===== src/rtl/psp_pkg.sv =====
package psp_pkg;
    typedef enum logic [1:0] {
        ST_IDLE  = 2'd0,
        ST_SHIFT = 2'd1,
        ST_LOAD  = 2'd2,
        ST_DROP  = 2'd3
    } psp_state_e;
endpackage


===== src/rtl/psp_fault_latch.sv =====
module psp_fault_latch #(
    parameter int W = 8
) (
    input  logic         clk,
    input  logic         rst_n,
    input  logic         capture,
    input  logic [W-1:0] raw,
    output logic [W-1:0] snap,
    output logic         irq_n
);
    logic [W-1:0] flag_q;

    // sticky flags; a capture reloads them from the live conditions
    always_ff @(posedge clk or negedge rst_n) begin
        if (!rst_n)       flag_q <= '0;
        else if (capture) flag_q <= raw;
        else              flag_q <= flag_q | raw;
    end

    assign snap  = flag_q | raw;
    assign irq_n = ~(|flag_q);
endmodule


===== src/rtl/psp_frame_fsm.sv =====
module psp_frame_fsm
    import psp_pkg::*;
#(
    parameter int W  = 8,
    parameter int CW = $clog2(W + 2)
) (
    input  logic       clk,
    input  logic       rst_n,
    input  logic       cs_n,
    input  logic       sclk_rise,
    output psp_state_e st,
    output logic       capture,
    output logic       commit,
    output logic       active
);
    localparam logic [CW-1:0] FULL = CW'(W);
    localparam logic [CW-1:0] OVER = CW'(W + 1);

    psp_state_e    st_d;
    logic [CW-1:0] cnt_q;

    // state register
    always_ff @(posedge clk or negedge rst_n) begin
        if (!rst_n) st <= ST_IDLE;
        else        st <= st_d;
    end

    // rising-edge counter, saturating one past a full word
    always_ff @(posedge clk or negedge rst_n) begin
        if (!rst_n)                                  cnt_q <= '0;
        else if (capture)                            cnt_q <= '0;
        else if (active && sclk_rise && cnt_q != OVER) cnt_q <= cnt_q + 1'b1;
    end

    // next state and outputs
    always_comb begin
        st_d    = st;
        capture = 1'b0;
        commit  = 1'b0;
        active  = 1'b0;
        unique case (st)
            ST_IDLE: begin
                if (!cs_n) begin
                    capture = 1'b1;
                    st_d    = ST_SHIFT;
                end
            end
            ST_SHIFT: begin
                active = 1'b1;
                if (cs_n) st_d = (cnt_q == FULL) ? ST_LOAD : ST_DROP;
            end
            ST_LOAD: begin
                commit = 1'b1;
                st_d   = ST_IDLE;
            end
            ST_DROP: begin
                st_d = ST_IDLE;
            end
        endcase
    end
endmodule


===== src/rtl/psp_shift_core.sv =====
module psp_shift_core #(
    parameter int W   = 8,
    parameter int NCH = 6
) (
    input  logic           clk,
    input  logic           rst_n,
    input  logic           capture,
    input  logic [W-1:0]   snap,
    input  logic           rise,
    input  logic           fall,
    input  logic           sdi,
    output logic           tx_msb,
    output logic [NCH-1:0] rx
);
    logic [W-1:0]   tx_q;
    logic [NCH-1:0] rx_q;

    always_ff @(posedge clk or negedge rst_n) begin
        if (!rst_n)       tx_q <= '0;
        else if (capture) tx_q <= snap;
        else if (fall)    tx_q <= {tx_q[W-2:0], 1'b0};
    end

    // only the last NCH bits of the frame are kept
    always_ff @(posedge clk or negedge rst_n) begin
        if (!rst_n)    rx_q <= '0;
        else if (rise) rx_q <= {rx_q[NCH-2:0], sdi};
    end

    assign tx_msb = tx_q[W-1];
    assign rx     = rx_q;
endmodule


===== src/rtl/psp_serial_port.sv =====
module psp_serial_port
    import psp_pkg::*;
#(
    parameter int NCH = 6
) (
    input  logic             clk,
    input  logic             rst_n,
    input  logic             cs_n,
    input  logic             sclk,
    input  logic             sdi,
    input  logic [NCH+1:0]   fault_raw,
    output logic             sdo,
    output logic             sdo_oe,
    output logic             fault_irq_n,
    output logic [NCH-1:0]   gate_cmd
);
    localparam int W  = NCH + 2;
    localparam int CW = $clog2(W + 2);

    psp_state_e     st;
    logic           capture, commit, active;
    logic           sclk_d, sclk_rise, sclk_fall;
    logic [W-1:0]   snap;
    logic           tx_msb;
    logic [NCH-1:0] rx;
    logic [NCH-1:0] cmd_q;

    always_ff @(posedge clk or negedge rst_n) begin
        if (!rst_n) sclk_d <= 1'b0;
        else        sclk_d <= sclk;
    end

    assign sclk_rise = active &  sclk & ~sclk_d;
    assign sclk_fall = active & ~sclk &  sclk_d;

    psp_frame_fsm #(.W(W), .CW(CW)) u_fsm (
        .clk       (clk),
        .rst_n     (rst_n),
        .cs_n      (cs_n),
        .sclk_rise (sclk_rise),
        .st        (st),
        .capture   (capture),
        .commit    (commit),
        .active    (active)
    );

    psp_fault_latch #(.W(W)) u_flt (
        .clk     (clk),
        .rst_n   (rst_n),
        .capture (capture),
        .raw     (fault_raw),
        .snap    (snap),
        .irq_n   (fault_irq_n)
    );

    psp_shift_core #(.W(W), .NCH(NCH)) u_shf (
        .clk     (clk),
        .rst_n   (rst_n),
        .capture (capture),
        .snap    (snap),
        .rise    (sclk_rise),
        .fall    (sclk_fall),
        .sdi     (sdi),
        .tx_msb  (tx_msb),
        .rx      (rx)
    );

    always_ff @(posedge clk or negedge rst_n) begin
        if (!rst_n)      cmd_q <= '0;
        else if (commit) cmd_q <= rx;
    end

    assign gate_cmd = cmd_q;
    assign sdo_oe   = active;
    assign sdo      = active & tx_msb;
endmodule


===== config.mk =====
export PLATFORM = sky130hd
export DESIGN_NAME = psp_serial_port
export DESIGN_NICKNAME = d
export VERILOG_FILES = /design/src/rtl/psp_pkg.sv /design/src/rtl/psp_fault_latch.sv /design/src/rtl/psp_frame_fsm.sv /design/src/rtl/psp_shift_core.sv /design/src/rtl/psp_serial_port.sv
export SDC_FILE = /design/constraint.sdc
export NUM_CORES = 1
export LEC_CHECK = 0
export ABC_AREA = 1
export BUFFER_PORTS_ARGS = -buffer_cell sky130_fd_sc_hd__buf_2
export CELL_PAD_IN_SITES_DETAIL_PLACEMENT = 1
export CELL_PAD_IN_SITES_GLOBAL_PLACEMENT = 2
export CORE_MARGIN = 2
export CORE_UTILIZATION = 36
export CTS_BUF_LIST = sky130_fd_sc_hd__clkbuf_2
export CTS_CLUSTER_DIAMETER = 120
export DETAILED_ROUTE_END_ITERATION = 7
export GPL_TIMING_DRIVEN = 0
export PLACE_DENSITY_LB_ADDON = 0.1
export SETUP_SLACK_MARGIN = 0.02
export SLEW_MARGIN = 20
export SYNTH_ARGS = -nofsm -noshare
export SYNTH_HDL_FRONTEND = slang
export SYNTH_SLANG_ARGS = --single-unit
export TNS_END_PERCENT = 100

===== constraint.sdc =====
create_clock -name clk -period 1.4 [get_ports clk]
set_input_delay 0.14 -clock clk [delete_from_list [all_inputs] [get_ports clk]]
set_output_delay 0.14 -clock clk [all_outputs]
set_load 0.02 [all_outputs]

* Word level (Yosys, flattened, before mapping)
Index checks and enable logic that the tools add are counted.
** Word-level totals
- Output and inout bits :: 9
- Register bits :: 35
- Input bits :: 13
- Word-level logic and storage cells :: 45
** Operators by class
- Bitwise operators :: 9
- Reduce and logical (&&, ||, !) cells :: 8
- Add/subtract/negate cells :: 1
- Multiplexer cells :: 13
- Eq/ne operators :: 7
** Operator list (number)
- 8-bit 2-to-1 mux :: 3
- 4-bit 2-to-1 mux :: 2
- 8-bit bitwise OR :: 1
- 8-bit OR reduction :: 1
- 2-bit one-hot mux with 3 select lines :: 1
- 1-bit AND :: 5
- 1-bit 2-to-1 mux :: 5
- 4-bit by 1-bit adder with 4-bit output (second input constant) :: 1
- 2-bit equality test (second input constant) :: 2
- 4-bit equality test (second input constant) :: 1
- 2-bit 2-to-1 mux :: 2
- 2-bit inequality test (second input constant) :: 2
- 4-bit inequality test (second input constant) :: 1
- 2-bit nonzero test :: 2
- 1-bit NOT :: 3
- 2-bit by 1-bit equality test with 1-bit output (second input constant) :: 1
- 1-bit logical AND :: 2
- 2-bit zero test :: 1
- 2-bit AND reduction :: 1
- 2-bit OR reduction :: 1

* Depth between registers and ports, before layout
Gate-level depths: netlist (run 1).
- Depth in word-level cells :: 8
- Gate-level depth with buffers :: 7
- Mapped depth without buffers :: 7

* Modules after synthesis
Synthesis (run 1) repeated with hierarchy kept, for this count alone.
** Unflattened totals
- Cells, all modules :: 192
- Area total of the unflattened synthesis :: 1604.0 um^2
** By module, submodules not included
- psp_shift_core :: times used 1, sequential area each 350.3 um^2, cells an instance 66, area an instance 599.3 um^2
- psp_frame_fsm :: times used 1, sequential area each 150.1 um^2, cells an instance 47, area an instance 379.1 um^2
- psp_fault_latch :: times used 1, sequential area each 200.2 um^2, cells an instance 47, area an instance 356.6 um^2
- psp_serial_port :: times used 1, sequential area each 175.2 um^2, cells an instance 32, area an instance 269.0 um^2

* Least setup slack after synthesis (run 1)
Ideal clock, no wire load.
- Path type :: register to output
- Start :: register u_flt.flag_q[0]
- End :: output port fault_irq_n
- Data arrival time :: 1.333 ns
- Path buffers :: 0
- Path slack :: -0.073 ns
- Required time :: 1.260 ns
- Stages on the path, launching flop included :: 3
- Cell sequence :: dfrtp_1 > or2_2 > nor4_1
** On the way
- Word-level cells in the longest chain between the ends :: 2
** RTL lines
- start: declaration :: line psp_fault_latch.sv:11 : logic [W-1:0] flag_q;
- start signal: assignment :: line psp_fault_latch.sv:16 : else if (capture) flag_q <= raw;
- start signal: assignment :: line psp_fault_latch.sv:17 : else flag_q <= flag_q | raw;
- 8-bit OR reduction :: line psp_fault_latch.sv:21 : assign irq_n = ~(|flag_q);
- 1-bit NOT :: line psp_fault_latch.sv:21
- end: declaration :: line psp_serial_port.sv:14 : output logic fault_irq_n,
Every way passes these cells.

* Final worst setup path (run 1)
Ends and elaborated chain as after synthesis.

==> flow_summary.json, run 1 <==
{
  "outcome": "complete, but fails checks",
  "violations": "setup timing",
  "dp_hpwl_um": 2631,
  "worst_slack_ns": -0.1756,
  "rows": 24,
  "clockBufferDepth": 2,
  "drtIter0Drc": 47,
  "grt_antenna_before_repair": 0,
  "required_ns": 1.26,
  "ys_seq_area_share_pct": 53.56,
  "clock_skew_ns": 0.02645,
  "syn_area_per_cell_sq_um": 9.085,
  "rsz0062_at_grt": "yes",
  "dp_cells": 253,
  "root_buffer": "clkbuf_2",
  "grtUsageTotal_pct": 16.53,
  "crit_buf_inv": 1,
  "critPathMaxFanout": 2,
  "drt-vias-per-instance": 4.772,
  "path_cells": "or2_4 -> nor4_4 -> buf_4",
  "dp_slack_ns": 0.1697,
  "fp.dieH_um": 71.40,
  "slew_violations": 0,
  "ys_seq_elements": 35,
  "grt-ovfl-total": 0,
  "drv_cap": 0,
  "layout_common_cells": "40 x nand2_1, 35 x dfrtp_1, 27 x nor2_1",
  "leakage_nw": 1.028,
  "syn-num-nets": 196,
  "drive_gt1_share_pct": 27.51,
  "cts.sinks": 35,
  "multi_input_area_sq_um": 678.2,
  "fillCellCount": 520,
  "syn_inst": 180,
  "grt_pass1_vias": 1449,
  "io_pins": 22,
  "synth_edf_count": 0,
  "routed_wl_um": 3905,
  "port_buffers": 21,
  "start_util_pct": 37.56,
  "grt_pass1_wl_um": 6527,
  "final_common_cell": "nand2_1",
  "crit_type": "reg2out",
  "arrival_ns": 1.44,
  "fmax_ghz": 0.6347,
  "detail-route-antenna-nets": 0,
  "layoutNonFillerInstCount": 281,
  "setup.worst_path.start_class": "flip-flop",
  "htree_levels": 2,
  "setup_viol": 1,
  "grt_max_degree": 36,
  "synth.distinct_cells": 26,
  "insertion_delay_ns": 0.40,
  "antenna_cells": 0,
  "clk_pin_slew_ns": 0.19,
  "ir_drop_v": 0.0007079,
  "period_needed_ns": 1.576,
  "ff_latch_area_sq_um": 875.8,
  "nets": 245,
  "ys_warn_count": 0,
  "post-route-drc-count": 0,
  "syn_area_sq_mm": 0.001635,
  "post-route-period-util_pct": 112.5,
  "tightest_slew_ns": 0.7958,
  "final_hold_viol_count": 0,
  "die_area_sq_mm": 0.005098,
  "fp.dieW_um": 71.40,
  "cts_made_buffers": 5,
  "vias": 1341,
  "wl_per_cell_um": 13.90,
  "end_kind": "primary output",
  "area_growth_pct": 26.78,
  "ys.flop_type": "dfrtp_1",
  "max_stage_delay_ns": 0.41,
  "coreArea_sq_mm": 0.004354,
  "cp_top_family": "simple AND/OR/NAND/NOR gates",
  "min_path_type": "in2async",
  "async_flop_share_pct": 100.0,
  "cts_tree": "done",
  "drt_pass1_iterations": 4,
  "slowest_stage": "dfrtp_1",
  "globalplace.congestion": 0.7605,
  "timing.slew.headroom_pct": 46.95,
  "r2r_setup_slack_ns": 0.11,
  "p_per_area_mw_per_mm2": 1786
}
[through the flow]
stage	TNS (ns)	area, sq um	total power [mW]	hold slack, ns	util (%)
3_3_place_gp	0	1812	2.958	0.2610	41.61
4_1_cts	-0.1807	2022	3.644	0.3553	46.44
6_report	-0.1756	2073	3.702	0.3301	47.61
5_1_grt	-0.3105	2073	4.030	0.3850	47.61
2_1_floorplan	0	1642	2.639	-0.1556	-
3_5_place_dp	0	1812	3.053	0.2745	41.61
[final timing paths]
path                                  from          end  depth (start not counted)
max in group asynchronous            rst_n  u_shf.rx[0]                          2
setup reg to reg               u_fsm.st[1]  u_shf.rx[2]                          6
hold reg to reg                u_shf.rx[2]  u_shf.rx[3]                          2
min in group clk                      sclk       sclk_d                          2
hold / removal                       rst_n  gate_cmd[4]                          2
setup / recovery           u_flt.flag_q[0]  fault_irq_n                          3
[power breakdown]
group	leakage [nW]	internal (mW)	switching, mW
registers	0.419	1.38	0.245
logic	0.583	0.681	0.944
clock network	0.0262	0.105	0.348
total	1.03	2.16	1.54
[what timing repair did]
action / CTS / global route
hold endpoints to repair: 48 / 0
gates cloned: 0 / 2
setup endpoints to repair: 3 / 8
pin swaps: 1 / 1
setup buffers: 5 / 2
resized for setup: 6 / 5
hold buffers: 12 / 0
[cells by family (layout without fill, tap and decap cells)]
| logic type | after synthesis | count (layout) | share of synthesized area (%) |
|---|---|---|---|
| AND/OR/NAND/NOR | 96 | 97 | 27.54 |
| flip-flops | 35 | 35 | 53.56 |
| AO/OA/AOI/OAI | 22 | 22 | 8.263 |
| buffers and inverters | 22 | 70 | 7.115 |
| adder cells (fa/ha/maj) | 3 | 3 | 2.296 |
| XOR/XNOR | 1 | 1 | 0.5357 |
| multiplexers | 1 | 1 | 0.6886 |
[sequential cells by signal, indices dropped and copies added, names as in the netlist]
signal / count
u_flt.flag_q: 8
u_fsm.st: 2
u_fsm.cnt_q: 4
gate_cmd: 6
sclk_d: 1
u_shf.rx: 6
u_shf.tx_q: 8
[area by class of cell]
type / instances / share of cell area, %
clock inverters: 2 / 0.4224
clock buffers: 5 / 1.207
repair buffers: 41 / 14.36
inverters: 17 / 3.259
multi-input cells: 124 / 32.71
well taps: 52 / 3.138
plain buffers: 5 / 2.655
flip-flops and latches: 35 / 42.24
[synthesized netlist by cell type (2+ instances only)]
| library cell | count | share of area [%] |
|---|---|---|
| ha_1 | 3 | 2.3 |
| nand2_2 | 3 | 1.1 |
| nand2_4 | 3 | 2.1 |
| inv_2 | 3 | 0.69 |
| inv_1 | 13 | 3.0 |
| o21ai_1 | 2 | 0.61 |
| dfrtp_1 | 35 | 54 |
| o21ai_2 | 6 | 3.2 |
| nand4_1 | 2 | 0.76 |
| nand3_1 | 16 | 4.9 |
| nand2_1 | 40 | 9.2 |
| nor2_1 | 28 | 6.4 |
| buf_4 | 2 | 0.92 |
| o21ai_0 | 12 | 3.7 |
[layer usage]
| layer | part of all wire (%) | track usage, % | routed length [um] |
|---|---|---|---|
| met1 | 48 | 21.45 | 1869 |
| met2 | 47 | 27.47 | 1838 |
| met3 | 3.7 | 3.094 | 143 |
| met4 | 1.4 | 6.289 | 54 |
| met5 | 0 | 0 | 0 |
Power figures use the tool's default switching activity.
==> run 2: changes to the inputs <==
CORE_UTILIZATION = 35   (was 36)
CTS_BUF_LIST = sky130_fd_sc_hd__clkbuf_8   (was sky130_fd_sc_hd__clkbuf_2)
SYNTH_HIERARCHICAL = 1   (was not set)
==> run 2 against run 1 <==
Against the previous run: the flow now finishes without violations; setup slack gained 0.21 ns; critical path depth is 1 higher; area after synthesis shrank 1.9%; global-route usage fell by 0.75 points; design area down 1.6%; clock skew down 0.019 ns; non-clock buffer count down 10; critical endpoint is now sdo_oe; wire length shrank 8.6%; worst hold slack worse by 0.27 ns.
==> flow_summary.json, run 2 <==
{
  "path_cells": "nand2_4 -> clkinvlp_4 -> buf_4 -> buf_4",
  "nets": 248,
  "port_buffers": 21,
  "ys_top_cells_by_count": "61 x nand2_1, 35 x dfrtp_1, 28 x inv_1, 19 x nand3_1, 14 x nor2_1",
  "detail-route-antenna-nets": 0,
  "synth_edf_count": 0,
  "ys_seq_area_share_pct": 54.60,
  "dp_slack_ns": -0.1338,
  "max_stage_delay_ns": 0.41,
  "outcome": "finished, final reports clean",
  "top_regs": "u_flt/flag_q: 8 flops, u_shf/tx_q: 8 flops",
  "worst_slack_ns": 0.03670,
  "p_per_area_mw_per_mm2": 1967,
  "syn_area_sq_mm": 0.001604,
  "timing.slew.headroom_pct": 46.70,
  "layoutNonFillerInstCount": 285,
  "slowest_stage": "dfrtp_1",
  "clock_skew_ns": 0.006982,
  "cts_made_buffers": 5,
  "arrival_ns": 1.22,
  "final_common_cell": "nand2_1",
  "synthTopCellsByArea": "dfrtp_1 55%, nand2_1 14%, inv_1 6.6%, nand3_1 5.9%, o21ai_0 4.1%",
  "async_flop_share_pct": 100.0,
  "io_pins": 22,
  "syn_inst": 192,
  "syn-num-nets": 208,
  "cts_tree": "done",
  "slew_violations": 0,
  "yosysTopAreaCell": "dfrtp_1",
  "start_util_pct": 36.59,
  "setup.worst_path.start_class": "flip-flop",
  "clk_pin_slew_ns": 0.07,
  "routed_wl_um": 3571,
  "fillCellCount": 555,
  "min_path_type": "in2reg",
  "grt-ovfl-total": 0,
  "rows": 24,
  "fp.dieH_um": 71.70,
  "coreArea_sq_mm": 0.004384,
  "ys_seq_elements": 35,
  "root_buffer": "clkbuf_8",
  "wl_per_cell_um": 12.53,
  "yosys.cell_count.top_type": "nand2_1",
  "grt_antenna_before_repair": 0,
  "die_area_sq_mm": 0.005140,
  "post-route-period-util_pct": 97.38,
  "leakage_nw": 1.062,
  "globalplace.congestion": 0.8268,
  "rsz0062_at_grt": "yes",
  "setup_viol": 0,
  "drt_pass1_iterations": 4,
  "ys.flop_type": "dfrtp_1",
  "antenna_cells": 0,
  "drive_gt1_share_pct": 26.18,
  "ff_latch_area_sq_um": 875.8,
  "fp.dieW_um": 71.70,
  "period_needed_ns": 1.363,
  "final_hold_viol_count": 0,
  "crit_type": "reg2out",
  "dp_cells": 265,
  "dp_hpwl_um": 2475,
  "grt_pass1_vias": 1368,
  "drt-vias-per-instance": 4.600,
  "vias": 1311,
  "grt_max_degree": 36,
  "area_growth_pct": 27.15,
  "crit_top_cell": "buf_4",
  "cp_top_family": "buffers and inverters",
  "layout_common_cells": "59 x nand2_1, 35 x dfrtp_1, 25 x inv_1",
  "end_kind": "primary output",
  "clockBufferDepth": 2,
  "synth_top_area_share_pct": 54.60,
  "synth.distinct_cells": 20,
  "cts.sinks": 35,
  "ir_drop_v": 0.0005518,
  "grtUsageTotal_pct": 15.77,
  "syn_area_per_cell_sq_um": 8.354,
  "multi_input_area_sq_um": 620.6,
  "crit_buf_inv": 3,
  "required_ns": 1.26,
  "critPathMaxFanout": 4,
  "grt_pass1_wl_um": 6237,
  "fmax_ghz": 0.7335,
  "insertion_delay_ns": 0.29,
  "drv_cap": 0,
  "tightest_slew_ns": 0.7995,
  "post-route-drc-count": 0,
  "drtIter0Drc": 55,
  "ys_warn_count": 6,
  "htree_levels": 2
}
==> run 2: worst paths after layout <==
check / start / to / slack [ns] / cells after the start
max: u_fsm/st[0] / sdo_oe / 0.04 / 4
min: cs_n / u_fsm/st[0] / 0.06 / 2
max reg2reg: u_fsm/st[1] / u_fsm/cnt_q[0] / 0.08 / 11
min reg2reg: gate_cmd[3] / gate_cmd[3] / 0.47 / 2
max in group asynchronous: rst_n / u_fsm/cnt_q[1] / 0.42 / 2
min in group asynchronous: rst_n / gate_cmd[1] / 0.48 / 2
==> run 2: final cells by class <==
class	instances	share of cell area, %
Buffer	3	1.840
Clock buffer	7	4.724
Clock inverter	1	0.3681
Inverter	32	6.258
Multi-Input combinational cell	122	30.43
Sequential cell	35	42.94
Tap cell	52	3.190
Timing Repair Buffer	33	10.25
==> run 2: kinds of logic (layout without fill, tap and decap cells) <==
group / after synthesis / after routing / synth area share (%)
buf+inv: 35 / 76 / 8.970
simple gates: 102 / 102 / 28.55
compound gates: 16 / 16 / 4.992
flops: 35 / 35 / 54.60
fa+ha+maj: 3 / 3 / 2.340
xor+xnor: 1 / 1 / 0.5461
==> run 2: per-layer routing <==
metal | global-route usage, % | wire length [um] | vias up | part of all wire, %
li1 | - | - | 665 | -
met1 | 19.46 | 1600 | 620 | 45
met2 | 26.34 | 1793 | 21 | 50
met3 | 4.782 | 127 | 5 | 3.6
met4 | 5.241 | 49 | 0 | 1.4
met5 | 0 | 0 | - | 0
==> run 2: timing repair <==
action / CTS / global route
hold buffers: 1 / 1
buffers inserted: 4 / 6
hold endpoints to repair: 35 / 1
cloned: 0 / 0
pin swaps: 3 / 7
setup endpoints to repair: 12 / 27
resized for setup: 7 / 13
==> run 2: where the power goes <==
group | switching [mW] | total (mW) | internal (mW)
Sequential | 0.250 | 1.65 | 1.40
Clock | 0.372 | 0.819 | 0.448
Combinational | 0.897 | 1.54 | 0.642
==> run 2: metrics by stage <==
stage | setup TNS [ns] | area [sq um] | util, % | total power, mW | hold WS [ns]
global placement | -0.9519 | 1780 | 40.61 | 2.855 | 0.2685
global route | -0.1980 | 2039 | 46.52 | 4.378 | 0.05797
CTS | 0 | 1953 | 44.55 | 3.882 | 0.002229
finish | 0 | 2039 | 46.52 | 4.011 | 0.05844
detailed placement | -1.250 | 1780 | 40.61 | 2.923 | 0.2798
floorplan | 0 | 1610 | - | 2.532 | -0.1556
